File: config.mk
export PLATFORM = sky130hd
export DESIGN_NAME = alu_flag_gen
export DESIGN_NICKNAME = d
export VERILOG_FILES = /design/src/rtl/alu_flag_pkg.sv /design/src/rtl/alu_addsub.sv /design/src/rtl/alu_logic_unit.sv /design/src/rtl/alu_rotate.sv /design/src/rtl/alu_flag_gen.sv
export SDC_FILE = /design/constraint.sdc
export NUM_CORES = 1
export LEC_CHECK = 0
export ABC_AREA = 1
export BUFFER_PORTS_ARGS = -buffer_cell sky130_fd_sc_hd__buf_2
export CAP_MARGIN = 5
export CORE_MARGIN = 4
export CORE_UTILIZATION = 30
export DETAILED_ROUTE_END_ITERATION = 8
export SLEW_MARGIN = 30
export SYNTH_ARGS = -nofsm -noshare
export SYNTH_HDL_FRONTEND = slang
export SYNTH_HIERARCHICAL = 1
export SYNTH_SLANG_ARGS = --single-unit
File: constraint.sdc
create_clock -name vclk -period 3.95
set_input_delay 0.1975 -clock vclk [all_inputs]
set_output_delay 0.1975 -clock vclk [all_outputs]
set_load 0.1 [all_outputs]
File: src/rtl/alu_flag_pkg.sv
package alu_flag_pkg;

    typedef enum logic [3:0] {
        OP_ADD  = 4'd0,
        OP_SUB  = 4'd1,
        OP_AND  = 4'd2,
        OP_OR   = 4'd3,
        OP_XOR  = 4'd4,
        OP_NOT  = 4'd5,
        OP_RRC  = 4'd6,
        OP_RLC  = 4'd7,
        OP_SWAP = 4'd8,
        OP_MOVA = 4'd9,
        OP_MOVB = 4'd10,
        OP_BSET = 4'd11,
        OP_BCLR = 4'd12,
        OP_RSV0 = 4'd13,
        OP_RSV1 = 4'd14,
        OP_RSV2 = 4'd15
    } alu_op_e;

    typedef struct packed {
        logic z;
        logic dc;
        logic c;
    } flag_set_t;

endpackage

File: src/rtl/alu_addsub.sv
module alu_addsub #(
    parameter int WIDTH = 8,
    parameter int DIGIT = 4
) (
    input  logic [WIDTH-1:0] a,
    input  logic [WIDTH-1:0] b,
    input  logic             sub,
    output logic [WIDTH-1:0] sum,
    output logic             digit_cy,
    output logic             byte_cy
);
    localparam int HIW = WIDTH - DIGIT;

    logic [WIDTH-1:0] b_eff;
    logic [DIGIT:0]   lo_sum;
    logic [HIW:0]     hi_sum;

    // Subtraction: add inverted operand plus one, carries become inverted borrows
    assign b_eff  = sub ? ~b : b;
    assign lo_sum = {1'b0, a[DIGIT-1:0]} + {1'b0, b_eff[DIGIT-1:0]}
                  + {{DIGIT{1'b0}}, sub};
    assign hi_sum = {1'b0, a[WIDTH-1:DIGIT]} + {1'b0, b_eff[WIDTH-1:DIGIT]}
                  + {{HIW{1'b0}}, lo_sum[DIGIT]};

    assign sum      = {hi_sum[HIW-1:0], lo_sum[DIGIT-1:0]};
    assign digit_cy = lo_sum[DIGIT];
    assign byte_cy  = hi_sum[HIW];
endmodule

File: src/rtl/alu_logic_unit.sv
module alu_logic_unit
    import alu_flag_pkg::*;
#(
    parameter int WIDTH = 8
) (
    input  logic [WIDTH-1:0] a,
    input  logic [WIDTH-1:0] b,
    input  alu_op_e          op,
    output logic [WIDTH-1:0] y
);
    localparam int IDXW = $clog2(WIDTH);
    localparam int HALF = WIDTH / 2;

    logic [WIDTH-1:0] bit_mask;

    assign bit_mask = {{(WIDTH-1){1'b0}}, 1'b1} << b[IDXW-1:0];

    always_comb begin
        unique case (op)
            OP_AND:  y = a & b;
            OP_OR:   y = a | b;
            OP_XOR:  y = a ^ b;
            OP_NOT:  y = ~a;
            OP_SWAP: y = {a[HALF-1:0], a[WIDTH-1:HALF]};
            OP_MOVB: y = b;
            OP_BSET: y = a | bit_mask;
            OP_BCLR: y = a & ~bit_mask;
            default: y = a;
        endcase
    end
endmodule

File: src/rtl/alu_rotate.sv
module alu_rotate #(
    parameter int WIDTH = 8
) (
    input  logic [WIDTH-1:0] a,
    input  logic             cin,
    input  logic             left,
    output logic [WIDTH-1:0] y,
    output logic             cout
);
    generate
        if (WIDTH > 1) begin : g_wide
            always_comb begin
                if (left) begin
                    y    = {a[WIDTH-2:0], cin};
                    cout = a[WIDTH-1];
                end else begin
                    y    = {cin, a[WIDTH-1:1]};
                    cout = a[0];
                end
            end
        end else begin : g_single
            assign y    = cin;
            assign cout = a[0] & left | a[0] & ~left;
        end
    endgenerate
endmodule

File: src/rtl/alu_flag_gen.sv
module alu_flag_gen
    import alu_flag_pkg::*;
#(
    parameter int WIDTH = 8,
    parameter int DIGIT = 4
) (
    input  logic [WIDTH-1:0] op_a,
    input  logic [WIDTH-1:0] op_b,
    input  logic [3:0]       op_code,
    input  logic             carry_in,
    output logic [WIDTH-1:0] result,
    output logic             z_flag,
    output logic             dc_flag,
    output logic             c_flag,
    output logic             z_wr,
    output logic             dc_wr,
    output logic             c_wr
);
    alu_op_e          op;
    logic [WIDTH-1:0] arith_y, logic_y, rot_y;
    logic             arith_dc, arith_c, rot_c;
    flag_set_t        wr_en, raw;

    assign op = alu_op_e'(op_code);

    alu_addsub #(.WIDTH(WIDTH), .DIGIT(DIGIT)) u_addsub (
        .a(op_a), .b(op_b), .sub(op == OP_SUB),
        .sum(arith_y), .digit_cy(arith_dc), .byte_cy(arith_c)
    );

    alu_logic_unit #(.WIDTH(WIDTH)) u_logic (
        .a(op_a), .b(op_b), .op(op), .y(logic_y)
    );

    alu_rotate #(.WIDTH(WIDTH)) u_rot (
        .a(op_a), .cin(carry_in), .left(op == OP_RLC),
        .y(rot_y), .cout(rot_c)
    );

    // Result select and flag write enables per operation class
    always_comb begin
        unique case (op)
            OP_ADD, OP_SUB: begin
                result = arith_y;
                wr_en  = '{z: 1'b1, dc: 1'b1, c: 1'b1};
            end
            OP_AND, OP_OR, OP_XOR, OP_NOT: begin
                result = logic_y;
                wr_en  = '{z: 1'b1, dc: 1'b0, c: 1'b0};
            end
            OP_RRC, OP_RLC: begin
                result = rot_y;
                wr_en  = '{z: 1'b0, dc: 1'b0, c: 1'b1};
            end
            default: begin
                result = logic_y;
                wr_en  = '{z: 1'b0, dc: 1'b0, c: 1'b0};
            end
        endcase
    end

    // Raw flag values before masking
    always_comb begin
        raw.z  = ~|result;
        raw.dc = arith_dc;
        raw.c  = wr_en.dc ? arith_c : rot_c;
    end

    assign z_wr    = wr_en.z;
    assign dc_wr   = wr_en.dc;
    assign c_wr    = wr_en.c;
    assign z_flag  = raw.z  & wr_en.z;
    assign dc_flag = raw.dc & wr_en.dc;
    assign c_flag  = raw.c  & wr_en.c;
endmodule

==> Word-level counts from Yosys, hierarchy flattened <==
Index checks and enable logic that the tools add are counted.
{ "classes": {"n_addsub": 4, "n_eq_ne": 11, "shifts": 1, "mux": 7, "bitwise_logic": 11, "n_reduce_logical": 6} }
{ "ops": {"columns": ["cell", "count"], "rows": [
  ["$pmux 8 s8", 1],
  ["$not 8->8", 3],
  ["$and 8x8->8", 2],
  ["$eq 4x3->1 const B", 4],
  ["$eq 4x4->1 const B", 4],
  ["$mux 8", 2],
  ["$or 8x8->8", 2],
  ["$pmux 8 s2", 1],
  ["$add 4x4->5", 2],
  ["$add 5x1->5", 2],
  ["$pmux 3 s3", 1],
  ["$eq 4x2->1 const B", 2],
  ["$reduce_or 8->1", 1],
  ["$shl 1x3->8 const A", 1],
  ["$xor 8x8->8", 1],
  ["$eq 4x1->1 const B", 1],
  ["$logic_not 4->1", 1],
  ["$reduce_or 2->1", 2],
  ["$reduce_or 4->1", 1],
  ["$and 1x1->1", 3],
  ["$mux 1", 2],
  ["$logic_not 1->1", 1]
]} }
{ "word_totals": {"regBits": 0, "output_inout_bits": 14, "elab_cells": 40} }

==> Longest topological paths before layout <==
{ "logic_depth": {"word_depth": 9, "mapped_depth": 25, "depth_no_buf": 22} }

==> Modules after synthesis <==
The synthesis kept the hierarchy.
{ "modules_own_cells": {"columns": ["module", "n_inst", "cells_each", "area_each_um2", "seq_area_each_um2"], "rows": [
  ["alu_logic_unit", 1, 206, 939.7, 0.0],
  ["alu_flag_gen", 1, 72, 425.4, 0.0],
  ["alu_addsub", 1, 57, 390.4, 0.0],
  ["alu_rotate", 1, 29, 116.4, 0.0]
]} }

==> Worst setup path after synthesis <==
Ideal clock, no wire load.
{ "synth_timing": {"path_kind": "input port to output port", "from": "input op_code[1]", "to": "output z_flag", "arrival_time_ps": 4674, "required_ps": 3753, "setup_slack_ps": -921, "stages": 22, "path_cell_list": "buf_6 -> nor2_8 -> nand2_4 -> buf_8 -> nor2_1 -> buf_6 -> xor2_1 -> ha_1 -> nand2_1 -> nand2_1 -> a31oi_1 -> fa_1 -> inv_1 -> fa_1 -> xor2_1 -> inv_1 -> o21ai_1 -> inv_1 -> nand2_1 -> nor2_1 -> nand2_1 -> nor2_1"} }
{ "synth_via": {"elab_chain_len": 9} }
{ "synth_rtl": {"columns": ["element", "line", "source"], "rows": [
  ["start: declaration", "alu_flag_gen.sv:9", "input logic [3:0] op_code,"],
  ["$eq 4x1->1 (*)", "alu_flag_gen.sv:27", ".a(op_a), .b(op_b), .sub(op == OP_SUB),"],
  ["$mux 8", "alu_addsub.sv:19", "assign b_eff = sub ? ~b : b;"],
  ["$add 4x4->5", "alu_addsub.sv:20", "assign lo_sum = {1'b0, a[DIGIT-1:0]} + {1'b0, b_eff[DIGIT-1:0]}"],
  ["$add 5x1->5", "alu_addsub.sv:21", "+ {{DIGIT{1'b0}}, sub};"],
  ["$add 5x1->5 (*)", "alu_addsub.sv:23", "+ {{HIW{1'b0}}, lo_sum[DIGIT]};"],
  ["net arith_y[6]", "alu_flag_gen.sv:20", "logic [WIDTH-1:0] arith_y, logic_y, rot_y;"],
  ["$pmux 8 s2 (*)", "alu_flag_gen.sv:42", "unique case (op)"],
  ["net result[6]", "alu_flag_gen.sv:11", "output logic [WIDTH-1:0] result,"],
  ["$reduce_or 8->1 (*)", "alu_flag_gen.sv:64", "raw.z = ~|result;"],
  ["$logic_not 1->1 (*)", "alu_flag_gen.sv:64", null],
  ["$and 1x1->1 (*)", "alu_flag_gen.sv:72", "assign z_flag = raw.z & wr_en.z;"],
  ["end: declaration", "alu_flag_gen.sv:12", "output logic z_flag,"]
]} }
The timed path passes the listed nets; every way through them passes the cells marked *.

==> Final worst setup path <==
{ "layout_timing": {"from": "input op_code[3]", "to": "output z_flag"} }
{ "layout_via": {"elab_chain_len": 9} }
{ "layout_rtl": {"columns": ["element", "line"], "rows": [
  ["$eq 4x1->1 (*)", "alu_flag_gen.sv:27"],
  ["$mux 8", "alu_addsub.sv:19"],
  ["$add 4x4->5", "alu_addsub.sv:20"],
  ["$add 5x1->5", "alu_addsub.sv:21"],
  ["$add 5x1->5 (*)", "alu_addsub.sv:23"],
  ["net arith_y[5]", "alu_flag_gen.sv:20"],
  ["$pmux 8 s2 (*)", "alu_flag_gen.sv:42"],
  ["$reduce_or 8->1 (*)", "alu_flag_gen.sv:64"],
  ["$logic_not 1->1 (*)", "alu_flag_gen.sv:64"],
  ["$and 1x1->1 (*)", "alu_flag_gen.sv:72"]
]} }
Marked as above.

==> reports/results.ini <==
[run_status]
status=finished, final reports clean

[final_layout]
seq_cells=0
syn_to_final_growth_pct=14.8
n_clock_buffer=0
drive_gt1_share_pct=18.6
seq_area_um2=0
fin_nets=424
antennaDiodeCount=0
fin_area_um2=2150

[power]
p_leak_nw=1.25
power.density_nw_per_um2=182
worst_ir_drop_vdd_mv=0.139
p_switching_w=0.000288
comb_power_share_pct=100.0
p_clk_share_pct=0
p_int_w=0.000102
swShare_pct=73.9
seqPwrFrac_pct=0

[setup_path]
critical_path_class=input port to primary output
arrival_ps=3370
startpoint_type=input port
crit_path_end_kind=primary output
cp_max_fo=11
crit_path_max_incr_delay_ps=410
crit_chain=buf_2, nor2_8, nand2_4, nor2_1, buf_4, inv_2, nand2_2, nand2_1, fa_1, inv_1, a31oi_1, fa_1, inv_1, fa_1, nand3_1, nand2_1, inv_1, nand2_2, nor2_1, nand2_1, nor2_4, buf_12
cp.required_ps=3750
cp_slowest_cell=fa_1

[global_route]
antenna_found_initial=0
first_global_vias=2262
grt_pass1_wl_um=11100
grt_max_degree=17
gr-usage-all-layers_pct=18.1
grt.overflow.total=0

[synth]
syn_area_um2=1870
syn_avg_cell_area_um2=5.14
synth_cells=364
syn_nets=394
seq_area_frac_synth_pct=0
ys.warnings.count=6
yosys-top-cells-area=nand2_1 27%, nand3_1 9.9%, inv_1 8.6%
yosysTopAreaCell=nand2_1
synth_top_area_share_pct=26.9
ys_types=31
yosys-top-cells-count=134 x nand2_1, 43 x inv_1, 37 x nand3_1
synth.most_common_cell=nand2_1

[placement]
place_congestion=0.927
dp_hpwl_um=5160
post_dp_cell_area_um2=2150
portBuffers=35

[floorplanning]
pin_count=35
core.rowCount=28
fp.dieH_um=87.0
die_w_um=87.0
dieArea_um2=7570
start_util_pct=31.2
core_um2=5990

[detailed_routing]
wirelength_um=6750
drt_iter0_markers=217
wl_per_cell_um=14.4
viasPerCell=5.19
ant_nets=0
via_count=2425
drc=0
drt_first_pass_iters=5

[sta]
rsz0062_at_grt=no
hold_viol=0
worst_slew_pin_slew_ps=748
setup_viol=0
final.period_utilization_pct=90.2
tns_ps=0
finalCriticalPeriod_ps=3560
maxSlewViolCount=0
fmax_mhz=281
relSlewSlack_pct=49.9

[hold_path]
hold_path_depth=7
hp-class=input port to primary output

[clocking]
postCtsHoldBufs=0
postCtsSetupBuffers=0
cts_resized=0

[run]
drv_cap=0

path summary, 6_finish.rpt:
kind / start / end / slack (ps)
worst min-delay path: op_code[2] / result[7] / 1010
worst max-delay path: op_code[3] / z_flag / 390
cell usage in the layout, fill, tap and decap left out, drive strengths merged:
cell	count
nand3	42
a31oi	1
nand2	145
xnor2	3
o21bai	1
inv	51
clkinv	1
xor2	9
fa	3
o21ai	11
nand4	15
nand3b	2
nor2	38
buf	40
a21oi	23
nor3	1
ha	6
metrics by stage:
| stage | power, W | utilization (%) | setup slack [ps] | cells | hold slack (ps) |
|---|---|---|---|---|---|
| 5_1_grt | 0.000422 | 35.9 | 40.5 | 467 | 1100 |
| 3_3_place_gp | 0.000385 | 35.9 | 443 | 467 | 1020 |
| 4_1_cts | 0.000388 | 35.9 | 376 | 467 | 1020 |
| 2_1_floorplan | 0.000289 | - | 7.90 | 364 | 673 |
| 3_5_place_dp | 0.000388 | 35.9 | 391 | 467 | 1020 |
| 6_report | 0.000391 | 35.9 | 386 | 467 | 1010 |
logic make-up (layout without fill, tap and decap cells):
logic type      count (synthesis)  count (layout)  synth area share [%]
compound gates                 36              36                  10.4
xor+xnor                       12              12                  5.62
simple gates                  243             243                  60.6
fa+ha+maj                       9               9                  7.22
buf+inv                        64              92                  16.1
worst max-delay path, delay by kind of cell:
kind                       cells  cell delay (ps)
AOI/OAI and AO/OA              1              120
adders and majority gates      3             1190
buffers and inverters          7              840
and+or+nand+nor               11             1000
routing by layer:
metal | track usage, % | up-vias | part of all wire [%] | wire length [um]
li1 | - | 1213 | - | -
met1 | 25.4 | 1087 | 45 | 3030
met2 | 30.2 | 113 | 45 | 3030
met3 | 1.14 | 12 | 8.4 | 564
met4 | 4.39 | 0 | 1.7 | 117
met5 | 0 | - | 0 | 0
power by group through the flow:
stage	registers, W	clock network [W]	logic (W)
2_1_floorplan	0	0	0.000289
3_5_place_dp	0	0	0.000388
3_3_place_gp	0	0	0.000385
4_1_cts	0	0	0.000388
5_1_grt	0	0	0.000422
6_report	0	0	0.000391
final cells by class:
| type | count | area, um^2 |
|---|---|---|
| timing repair buffer | 40 | 273 |
| fill | 684 | 3840 |
| inverter | 52 | 201 |
| tap | 75 | 93.8 |
| multi-input combinational | 300 | 1580 |
Power figures use the tool's default switching activity.
